File: config.mk
export PLATFORM = sky130hd
export DESIGN_NAME = chan_seg_xlate
export DESIGN_NICKNAME = d
export VERILOG_FILES = /design/src/rtl/cseg_pkg.sv /design/src/rtl/cseg_rule_file.sv /design/src/rtl/cseg_xlate_core.sv /design/src/rtl/chan_seg_xlate.sv
export SDC_FILE = /design/constraint.sdc
export NUM_CORES = 1
export LEC_CHECK = 0
export ABC_AREA = 1
export ABC_CLOCK_PERIOD_IN_PS = 8100
export BUFFER_PORTS_ARGS = -buffer_cell sky130_fd_sc_hd__buf_2
export CAP_MARGIN = 20
export CORE_ASPECT_RATIO = 1.25
export CORE_MARGIN = 2
export CORE_UTILIZATION = 60
export DETAILED_ROUTE_END_ITERATION = 7
export PLACE_DENSITY = 0.9
export SETUP_SLACK_MARGIN = 0.1
export SLEW_MARGIN = 25
export SYNTH_ARGS = -nofsm -noshare
export SYNTH_HDL_FRONTEND = slang
export SYNTH_SLANG_ARGS = --single-unit
File: constraint.sdc
create_clock -name clk -period 8.1 [get_ports clk]
set_clock_uncertainty 0.2 [all_clocks]
set_input_delay 0.405 -clock clk [delete_from_list [all_inputs] [get_ports clk]]
set_output_delay 0.405 -clock clk [all_outputs]
set_load 0.02 [all_outputs]
File: src/rtl/cseg_pkg.sv
// Package: shared rule layout and legality check for the segment translator.
// Assumes the rule word fits in 32 bits, with the unused top bits reserved.
package cseg_pkg;
    localparam int OFS_W  = 24;
    localparam int RM_W   = 3;
    localparam int RULE_W = OFS_W + RM_W + 1;

    typedef struct packed {
        logic              div3;
        logic [RM_W-1:0]   mask;
        logic [OFS_W-1:0]  offset;
    } rule_t;

    // Report whether the mask / divide-by-3 pair is one of the supported ones.
    function automatic logic combo_ok(input rule_t r);
        case ({r.mask, r.div3})
            4'b0000, 4'b0010, 4'b0110, 4'b0001, 4'b0011: combo_ok = 1'b1;
            default:                                     combo_ok = 1'b0;
        endcase
    endfunction
endpackage

File: src/rtl/cseg_rule_file.sv
// Module: rule register bank with word read/write port and a translation read port.
// Assumes byte addressing and word-aligned access; other addresses are inert.
module cseg_rule_file
    import cseg_pkg::*;
#(
    parameter int N_RULES = 8,
    parameter int AW      = 8,
    parameter int BASE    = 128,
    localparam int IDX_W  = $clog2(N_RULES)
) (
    input  logic             clk,
    input  logic             rst_n,
    input  logic             wr_en,
    input  logic [AW-1:0]    addr,
    input  logic [31:0]      wdata,
    output logic [31:0]      rdata,
    input  logic [IDX_W-1:0] sel_idx,
    output rule_t            sel_rule
);
    logic [AW-1:0]    rel;
    logic             hit;
    logic [IDX_W-1:0] widx;
    rule_t            rules [N_RULES];

    // Decode the register address into a hit flag and a rule index.
    assign rel  = addr - AW'(BASE);
    assign hit  = (addr >= AW'(BASE)) && (int'(addr) < BASE + 4 * N_RULES)
                  && (addr[1:0] == 2'b00);
    assign widx = rel[IDX_W+1:2];

    // One register per rule; only the addressed one takes a write.
    for (genvar g = 0; g < N_RULES; g++) begin : g_rule
        rule_t r_q;
        always_ff @(posedge clk) begin
            if (!rst_n)
                r_q <= '0;
            else if (wr_en && hit && widx == IDX_W'(g))
                r_q <= rule_t'(wdata[RULE_W-1:0]);
        end
        assign rules[g] = r_q;
    end

    // Read mux: reserved bits and unmapped addresses return zero.
    always_comb begin
        rdata = '0;
        if (hit)
            rdata = {{(32-RULE_W){1'b0}}, rules[widx]};
    end

    // Translation port sees register contents before any same-cycle write.
    assign sel_rule = rules[sel_idx];

    logic unused_bits;
    assign unused_bits = ^{rel, wdata[31:RULE_W]};
endmodule

File: src/rtl/cseg_xlate_core.sv
// Module: combinational offset subtraction and interleave-bit compaction.
// Assumes the offset width equals the width of the address above CUT.
module cseg_xlate_core
    import cseg_pkg::*;
#(
    parameter int SA_W   = 40,
    parameter int CUT    = 16,
    parameter int MA_LO  = 6,
    parameter int MA_HI  = 36,
    parameter int RSV_W  = 10,
    localparam int MA_W  = MA_HI - MA_LO + 1
) (
    input  logic [SA_W-1:0] sys_addr,
    input  rule_t           rule,
    output logic [MA_W-1:0] mem_addr,
    output logic            err
);
    logic [SA_W-1:0] m;
    logic [SA_W-1:0] keep_mask;

    // Subtract the offset from the upper field, then drop the masked bits, highest first.
    always_comb begin
        m         = {(SA_W-CUT)'(sys_addr[SA_W-1:CUT] - rule.offset), sys_addr[CUT-1:0]};
        keep_mask = '0;
        for (int k = RM_W - 1; k >= 0; k--) begin
            if (rule.mask[k]) begin
                keep_mask = (SA_W'(1) << (MA_LO + k)) - SA_W'(1);
                m = ((m >> (MA_LO + k + 1)) << (MA_LO + k)) | (m & keep_mask);
            end
        end
    end

    // Select the output slice and flag unsupported rules.
    assign mem_addr = m[MA_HI:MA_LO];
    assign err      = !combo_ok(rule) || (|rule.offset[RSV_W-1:0]);

    logic unused_bits;
    assign unused_bits = ^{m[SA_W-1:MA_HI+1], m[MA_LO-1:0]};
endmodule

File: src/rtl/chan_seg_xlate.sv
// Module: top of the channel segment translator; one-cycle registered result.
// Assumes the request is launched at most once per cycle; rule writes are word-wide.
module chan_seg_xlate
    import cseg_pkg::*;
#(
    parameter int N_RULES  = 8,
    parameter int REG_AW   = 8,
    parameter int REG_BASE = 128,
    parameter int SA_W     = 40,
    parameter int MA_LO    = 6,
    parameter int MA_HI    = 36,
    localparam int IDX_W   = $clog2(N_RULES),
    localparam int MA_W    = MA_HI - MA_LO + 1
) (
    input  logic              clk,
    input  logic              rst_n,
    input  logic              reg_wr,
    input  logic [REG_AW-1:0] reg_addr,
    input  logic [31:0]       reg_wdata,
    output logic [31:0]       reg_rdata,
    input  logic              in_valid,
    input  logic [IDX_W-1:0]  in_rule,
    input  logic [SA_W-1:0]   in_sys_addr,
    output logic              out_valid,
    output logic [MA_W-1:0]   out_mem_addr,
    output logic              out_div3,
    output logic              out_err
);
    rule_t           sel_rule;
    logic [MA_W-1:0] nxt_addr;
    logic            nxt_err;

    cseg_rule_file #(
        .N_RULES (N_RULES),
        .AW      (REG_AW),
        .BASE    (REG_BASE)
    ) u_rules (
        .clk      (clk),
        .rst_n    (rst_n),
        .wr_en    (reg_wr),
        .addr     (reg_addr),
        .wdata    (reg_wdata),
        .rdata    (reg_rdata),
        .sel_idx  (in_rule),
        .sel_rule (sel_rule)
    );

    cseg_xlate_core #(
        .SA_W  (SA_W),
        .MA_LO (MA_LO),
        .MA_HI (MA_HI)
    ) u_core (
        .sys_addr (in_sys_addr),
        .rule     (sel_rule),
        .mem_addr (nxt_addr),
        .err      (nxt_err)
    );

    // Valid pipeline flag.
    always_ff @(posedge clk) begin
        if (!rst_n) out_valid <= 1'b0;
        else        out_valid <= in_valid;
    end

    // Result registers: load on a valid request, hold otherwise.
    always_ff @(posedge clk) begin
        if (!rst_n) begin
            out_mem_addr <= '0;
            out_div3     <= 1'b0;
            out_err      <= 1'b0;
        end else if (in_valid) begin
            out_mem_addr <= nxt_addr;
            out_div3     <= sel_rule.div3;
            out_err      <= nxt_err;
        end
    end
endmodule

==> results.py, run 1 <==
metrics = {
    "outcome": {
        "outcome": "finished with violations",
        "failed_checks": "negative hold slack",
    },
    "global_routing": {
        "grt_pass1_wl_um": 75040,
        "grt_pass1_vias": 15680,
        "antenna_found_initial": 1,
        "grt_max_degree": 98,
        "grt_usage_pct": 34.02,
        "grt_overflow": 0,
    },
    "logic_synthesis": {
        "synth_edf_count": 0,
        "netlist_instances": 2305,
        "synth_warnings": 0,
        "syn_area_per_cell_um2": 6.494,
        "syn_area_mm2": 0.01497,
        "synth_seq_cells": 258,
        "ys.flop_type": "dfxtp_1",
        "synth_seq_area_share_pct": 34.51,
        "async_reset_ff_share_pct": 0,
        "yosysUniqueCellTypes": 40,
    },
    "clock_tree": {
        "cts_buffers": 25,
        "clk_pin_slew_ns": 0.06,
        "htree_levels": 1,
        "cts_sinks": 258,
        "clock_latency_ns": 0.53,
        "ctsResizeCount": 0,
        "hold_buffers": 20,
        "post_cts.repair.setup_buffers": 0,
        "clockBufferDepth": 3,
        "cts_root_buf": "clkbuf_16",
        "tritoncts": "built",
    },
    "finish": {
        "mostFrequentLayoutCell": "o21ai_0",
        "nNetsFinal": 2443,
        "syn_to_final_growth_pct": 10.29,
        "most-common-layout-cells": "o21ai_0 (383), nand2_1 (368), a21oi_1 (347), inv_1 (263), dfxtp_1 (258)",
        "n_antenna_cell": 0,
        "drive_above_1_share_pct": 10.06,
    },
    "critical_path": {
        "ff2ff_path_depth": 19,
        "path_class": "input port to primary output",
        "cp-end-kind": "primary output",
        "max_stage_delay_ns": 1.13,
        "timing.rr.end": "out_mem_addr[12]",
        "worstPathCellList": "buf_2 -> inv_1 -> nor2_2 -> clkinv_1 -> buf_4 -> o22ai_1 -> nor3_1 -> a311oi_1 -> buf_2",
        "reg2reg_from": "u_rules.g_rule[5].r_q[0]",
        "crit_fanout": 23,
        "crit_slowest_cell": "clkinv_1",
        "start_kind": "input port",
        "reg2reg_setup_slack_ns": 4.40,
        "worstPathArrival_ns": 4.00,
        "path_common_cell": "buf_2",
        "critPathRequiredTime_ns": 7.50,
    },
    "power_and_ir_drop": {
        "p_per_area_mw_per_mm2": 185.6,
        "p_leak_nw": 7.177,
        "ir_drop_mv": 0.1343,
    },
    "drt": {
        "final_antenna_net_count": 0,
        "drc": 0,
        "wl_per_cell_um": 17.48,
        "drtPass1Iterations": 7,
        "wirelength_um": 46770,
        "via_per_inst": 6.189,
        "drt_iter0_markers": 2239,
        "vias": 16560,
    },
    "worst_hold_path": {
        "worst_hold_path.endpoint": "u_rules.g_rule[5].r_q[13]",
        "min_path_cells": 3,
        "hp-class": "input port to flop",
        "holdCritStartpoint": "reg_wdata[13]",
    },
    "floorplanning": {
        "start_util_pct": 61.09,
        "die_h_um": 180.6,
        "dieArea_mm2": 0.02623,
        "io_pins": 153,
        "rows": 64,
        "die-width_um": 145.3,
        "coreArea_mm2": 0.02450,
    },
    "place": {
        "gp_congestion": 0.9609,
        "hpwl_um": 29320,
        "port_buffers": 138,
    },
    "timing": {
        "hold-worst-slack_ns": -0.009161,
        "clock.fmax_mhz": 217.4,
        "slew_violations": 0,
        "worst_slew_pin_slew_ns": 1.122,
        "timing.final.crit_share_pct": 56.79,
        "setup_tns_ns": 0,
        "relSlewSlack_pct": 24.72,
        "fin_crit_ns": 4.600,
        "final-hold-violation-count": 2,
        "rsz0062_at_grt": "false",
        "setup_viol": 0,
    },
    "job": {
        "max-cap-violations": 0,
    },
}
[per-stage QoR]
step / setup WS, ns / utilization [%] / cells / cell area [um2] / total power, mW
finish: 3.500 / 67.37 / 2676 / 16510 / 3.064
floorplan: 4.615 / - / 2308 / 14980 / 1.796
global route: 3.419 / 67.37 / 2676 / 16510 / 3.184
global placement: 3.562 / 63.17 / 2613 / 15480 / 1.929
CTS: 3.728 / 67.33 / 2676 / 16500 / 3.042
detailed placement: 3.416 / 63.40 / 2615 / 15530 / 1.944
[Yosys cell counts (all sizes together) (7+ instances only)]
| cell type | instances | area share (%) |
|---|---|---|
| a21oi | 348 | 12 |
| nand3 | 193 | 6.6 |
| nand4 | 7 | 0.29 |
| and3 | 27 | 1.1 |
| clkbuf | 112 | 2.8 |
| o211ai | 32 | 1.6 |
| o22ai | 82 | 3.4 |
| or2 | 20 | 0.84 |
| inv | 269 | 6.8 |
| buf | 67 | 2.4 |
| o21ai | 399 | 13 |
| ha | 23 | 1.9 |
| nor2 | 63 | 1.6 |
| dfxtp | 258 | 35 |
| nand2 | 379 | 9.7 |
[worst max-delay path: cells and delay by family]
kind                   cells  cell delay, ns
buffers and inverters      5            2.14
AO/OA/AOI/OAI              2            0.56
AND/OR/NAND/NOR            2            0.89
[state kept, by name, summed over array words and instances, names as in the netlist]
signal,cells
out_valid,1
out_err,1
out_div3,1
out_mem_addr,31
u_rules.g_rule.r_q,224
[routing by layer]
| metal | track usage [%] | vias to the layer above | routed length [um] |
|---|---|---|---|
| met4 | 18.94 | 2 | 2342 |
| met2 | 58.03 | 1111 | 22020 |
| met3 | 5.823 | 208 | 5089 |
| met1 | 40.63 | 7392 | 17310 |
| li1 | - | 7848 | - |
| met5 | 0 | - | 13 |
[how the worst max path moves through the flow]
stage,from,endpoint,slack (ns)
global route,in_rule[0],out_mem_addr[28],3.42
detailed placement,in_rule[0],out_mem_addr[20],3.42
floorplan,in_rule[1],out_mem_addr[13],4.62
global placement,in_rule[0],out_mem_addr[21],3.56
CTS,reg_addr[3],reg_rdata[26],3.73
finish,reg_addr[3],reg_rdata[26],3.50
[logic make-up after synthesis]
kind of cell	after synthesis	share of synthesized area [%]
simple gates	697	20.45
other cells	1	0.02505
buf+inv	449	12.02
fa+ha+maj	24	2.056
compound gates	867	30.42
flops	258	34.51
xor+xnor	9	0.5267
[power breakdown]
part           internal (mW)  switching (mW)
Sequential              1.29         0.00997
Combinational          0.212           0.434
Clock                  0.620           0.498
[area by class of cell]
class,count,area [um2]
Fill cell,2089,7995
Clock buffer,35,723.2
Clock inverter,6,40.04
Sequential cell,258,5165
Tap cell,330,412.9
Multi-Input combinational cell,1601,8080
Inverter,270,1016
Timing Repair Buffer,176,1071
Power figures use the tool's default switching activity.
==> inputs of run 2 (changes only) <==
--- a/config.mk
+++ b/config.mk
@@ -6,14 +6,14 @@
 export NUM_CORES = 1
 export LEC_CHECK = 0
 export ABC_AREA = 1
-export ABC_CLOCK_PERIOD_IN_PS = 8100
+export ABC_CLOCK_PERIOD_IN_PS = 4200
 export BUFFER_PORTS_ARGS = -buffer_cell sky130_fd_sc_hd__buf_2
 export CAP_MARGIN = 20
 export CORE_ASPECT_RATIO = 1.25
 export CORE_MARGIN = 2
-export CORE_UTILIZATION = 60
+export CORE_UTILIZATION = 54
 export DETAILED_ROUTE_END_ITERATION = 7
-export PLACE_DENSITY = 0.9
+export PLACE_DENSITY = 0.86
 export SETUP_SLACK_MARGIN = 0.1
 export SLEW_MARGIN = 25
 export SYNTH_ARGS = -nofsm -noshare
==> constraint.sdc (replaced) <==
create_clock -name clk -period 4.2 [get_ports clk]
set_clock_uncertainty 0.2 [all_clocks]
set_input_delay 0.21 -clock clk [delete_from_list [all_inputs] [get_ports clk]]
set_output_delay 0.21 -clock clk [all_outputs]
set_load 0.02 [all_outputs]
==> run 2 against run 1 <==
Compared with the run above:
- the flow now finishes without violations
- cell count is 1.9% higher
- non-clock buffer count is 25 higher
- first-iteration DRC count down 12%
- highest routed layer is now met4
- die area rose by 11%
- wire length is 2.8% higher
- critical path type is now flop to flop
- flip-flop and latch count unchanged
- worst hold slack better by 0.030 ns
- clock-buffer cell count up 3
==> results.py, run 2 (synthesis gave the netlist of run 1 again) <==
metrics = {
    "clock_tree": {
        "tritoncts": "built",
        "cts_buffers": 26,
        "clockBufferDepth": 3,
        "cts_sinks": 258,
        "clk_pin_slew_ns": 0.06,
        "clock_latency_ns": 0.54,
        "cts_root_buf": "clkbuf_16",
        "htree_levels": 1,
    },
    "finish": {
        "regMostFlops": "u_rules.g_rule.r_q",
        "final_area_mm2": 0.01687,
        "largest_reg_flops": 224,
        "most-common-layout-cells": "o21ai_0 (383), nand2_1 (368), a21oi_1 (347), inv_1 (263), dfxtp_1 (258)",
        "multi_input_area_mm2": 0.008080,
        "nNetsFinal": 2469,
        "syn_to_final_growth_pct": 12.68,
        "register_area_mm2": 0.005165,
        "post-route-util_pct": 61.37,
        "mostFrequentLayoutCell": "o21ai_0",
        "n_antenna_cell": 0,
        "top_regs": "u_rules.g_rule.r_q x224, out_mem_addr x31",
        "fill_cells": 2394,
        "final_cells": 2728,
        "drive_above_1_share_pct": 10.56,
    },
    "power_and_ir_drop": {
        "p_sw_mw": 1.837,
        "p_per_area_mw_per_mm2": 365.6,
        "switching_share_pct": 29.79,
        "clockPowerShare_pct": 38.9,
        "power_frac_comb_pct": 20.5,
        "seqPwrFrac_pct": 40.7,
        "ir_drop_mv": 0.2842,
        "intPower_mw": 4.329,
        "power_mw": 6.166,
        "p_leak_nw": 7.337,
    },
    "drt": {
        "wirelength_um": 48080,
        "drt_iter0_markers": 1974,
        "drtPass1Iterations": 8,
        "via_per_inst": 6.145,
        "vias": 16760,
        "final_antenna_net_count": 0,
        "drc": 0,
        "wl_per_cell_um": 17.63,
    },
    "critical_path": {
        "worstPathCellList": "inv_1 -> a21oi_1 -> o21ai_0 -> o21ai_0 -> nor2_1 -> a31oi_1 -> ha_1 -> inv_1 -> fa_1 -> nand2_1 -> nand2_1 -> and2_1 -> xor2_1 -> or2_2 -> o21ai_1 -> or2_1 -> nand3_1 -> nand3_1 -> a21oi_1",
        "crit_fanout": 3,
        "start_kind": "flop",
        "worstPathArrival_ns": 3.68,
        "crit_slowest_cell": "fa_1",
        "max_stage_delay_ns": 0.46,
        "cp-end-kind": "flop",
        "crit_start": "u_rules.g_rule[5].r_q[0]",
        "reg2reg_from": "u_rules.g_rule[5].r_q[0]",
        "path_class": "flop to flop",
        "critPathRequiredTime_ns": 4.38,
    },
    "global_routing": {
        "grt_max_degree": 100,
        "grt_pass1_wl_um": 76070,
        "grt_overflow": 0,
        "antenna_found_initial": 0,
        "grt_usage_pct": 31.50,
        "grt_pass1_vias": 15590,
    },
    "timing": {
        "setup_tns_ns": 0,
        "timing.final.crit_share_pct": 83.31,
        "rsz0062_at_grt": "false",
        "fin_ws_ns": 0.7010,
        "setup_viol": 0,
        "slew_violations": 0,
        "clock.fmax_mhz": 285.8,
        "fin_crit_ns": 3.499,
        "relSlewSlack_pct": 27.75,
        "final-hold-violation-count": 0,
        "hold-worst-slack_ns": 0.02089,
        "worst_slew_pin_slew_ns": 1.077,
    },
    "floorplanning": {
        "die-width_um": 152.9,
        "io_pins": 153,
        "rows": 68,
        "start_util_pct": 54.47,
        "die_h_um": 190.1,
        "coreArea_mm2": 0.02748,
        "dieArea_mm2": 0.02907,
    },
    "worst_hold_path": {
        "hp-class": "input port to flop",
        "holdCritStartpoint": "in_sys_addr[15]",
    },
    "place": {
        "dpl.cell_count": 2647,
        "gp_congestion": 0.9446,
        "placed_cell_area_mm2": 0.01565,
        "port_buffers": 138,
        "place_ws_ns": 0.5481,
        "hpwl_um": 30500,
    },
    "outcome": {
        "outcome": "completed",
    },
    "job": {
        "max-cap-violations": 0,
    },
}
[run 2: cell count changes in the layout (fill, tap and decap cells not counted), moves of 2 or more]
cell	delta
buf_12	+3
buf_16	-2
clkbuf_16	+2
dlygate4sd3_1	+13
clkbuf_1	+4
bufinv_16	+3
buf_4	+11
clkbuf_8	-3
[run 2: final cells by class]
| class | count | area share (%) |
|---|---|---|
| Timing Repair Buffer | 201 | 7.641 |
| Sequential cell | 258 | 30.62 |
| Tap cell | 350 | 2.596 |
| Multi-Input combinational cell | 1601 | 47.91 |
| Clock inverter | 10 | 0.7789 |
| Inverter | 270 | 6.024 |
| Clock buffer | 38 | 4.429 |
[run 2: critical path, delay by kind of cell (launching register included)]
family                     cells  cell delay (ns)
buffers and inverters          2             0.13
DFF                            1             0.34
adders and majority gates      2             0.71
AOI/OAI and AO/OA              6             0.83
xor gates and xnor gates       1             0.15
and+or+nand+nor                8             0.97
[run 2: worst paths after layout]
path                            to  slack, ns  depth (start not counted)
setup reg to reg  out_mem_addr[13]       0.70                         19
setup / recovery  out_mem_addr[13]       0.70                         19
hold reg to reg   out_mem_addr[21]       0.26                          2
hold / removal     out_mem_addr[8]       0.02                          5
[run 2: what timing repair did]
item | in CTS | in global routing
endpoints found under the hold margin | 227 | 0
resized for setup | 0 | 0
setup buffers | 0 | 0
hold buffers | 33 | 0
[run 2: layer usage]
layer | global-route usage, % | wire [um]
met1 | 38.07 | 18230
met2 | 53.60 | 22520
met3 | 4.943 | 4930
met4 | 17.56 | 2404
met5 | 0 | 0
[run 2: power groups by stage]
stage          clock, mW  sequential [mW]  combinational, mW
3_3_place_gp           0             2.56               1.18
4_1_cts             2.41             2.51               1.23
6_report            2.40             2.51               1.26
3_5_place_dp           0             2.56               1.20
2_1_floorplan          0             2.60              0.858
5_1_grt             2.51             2.51               1.40
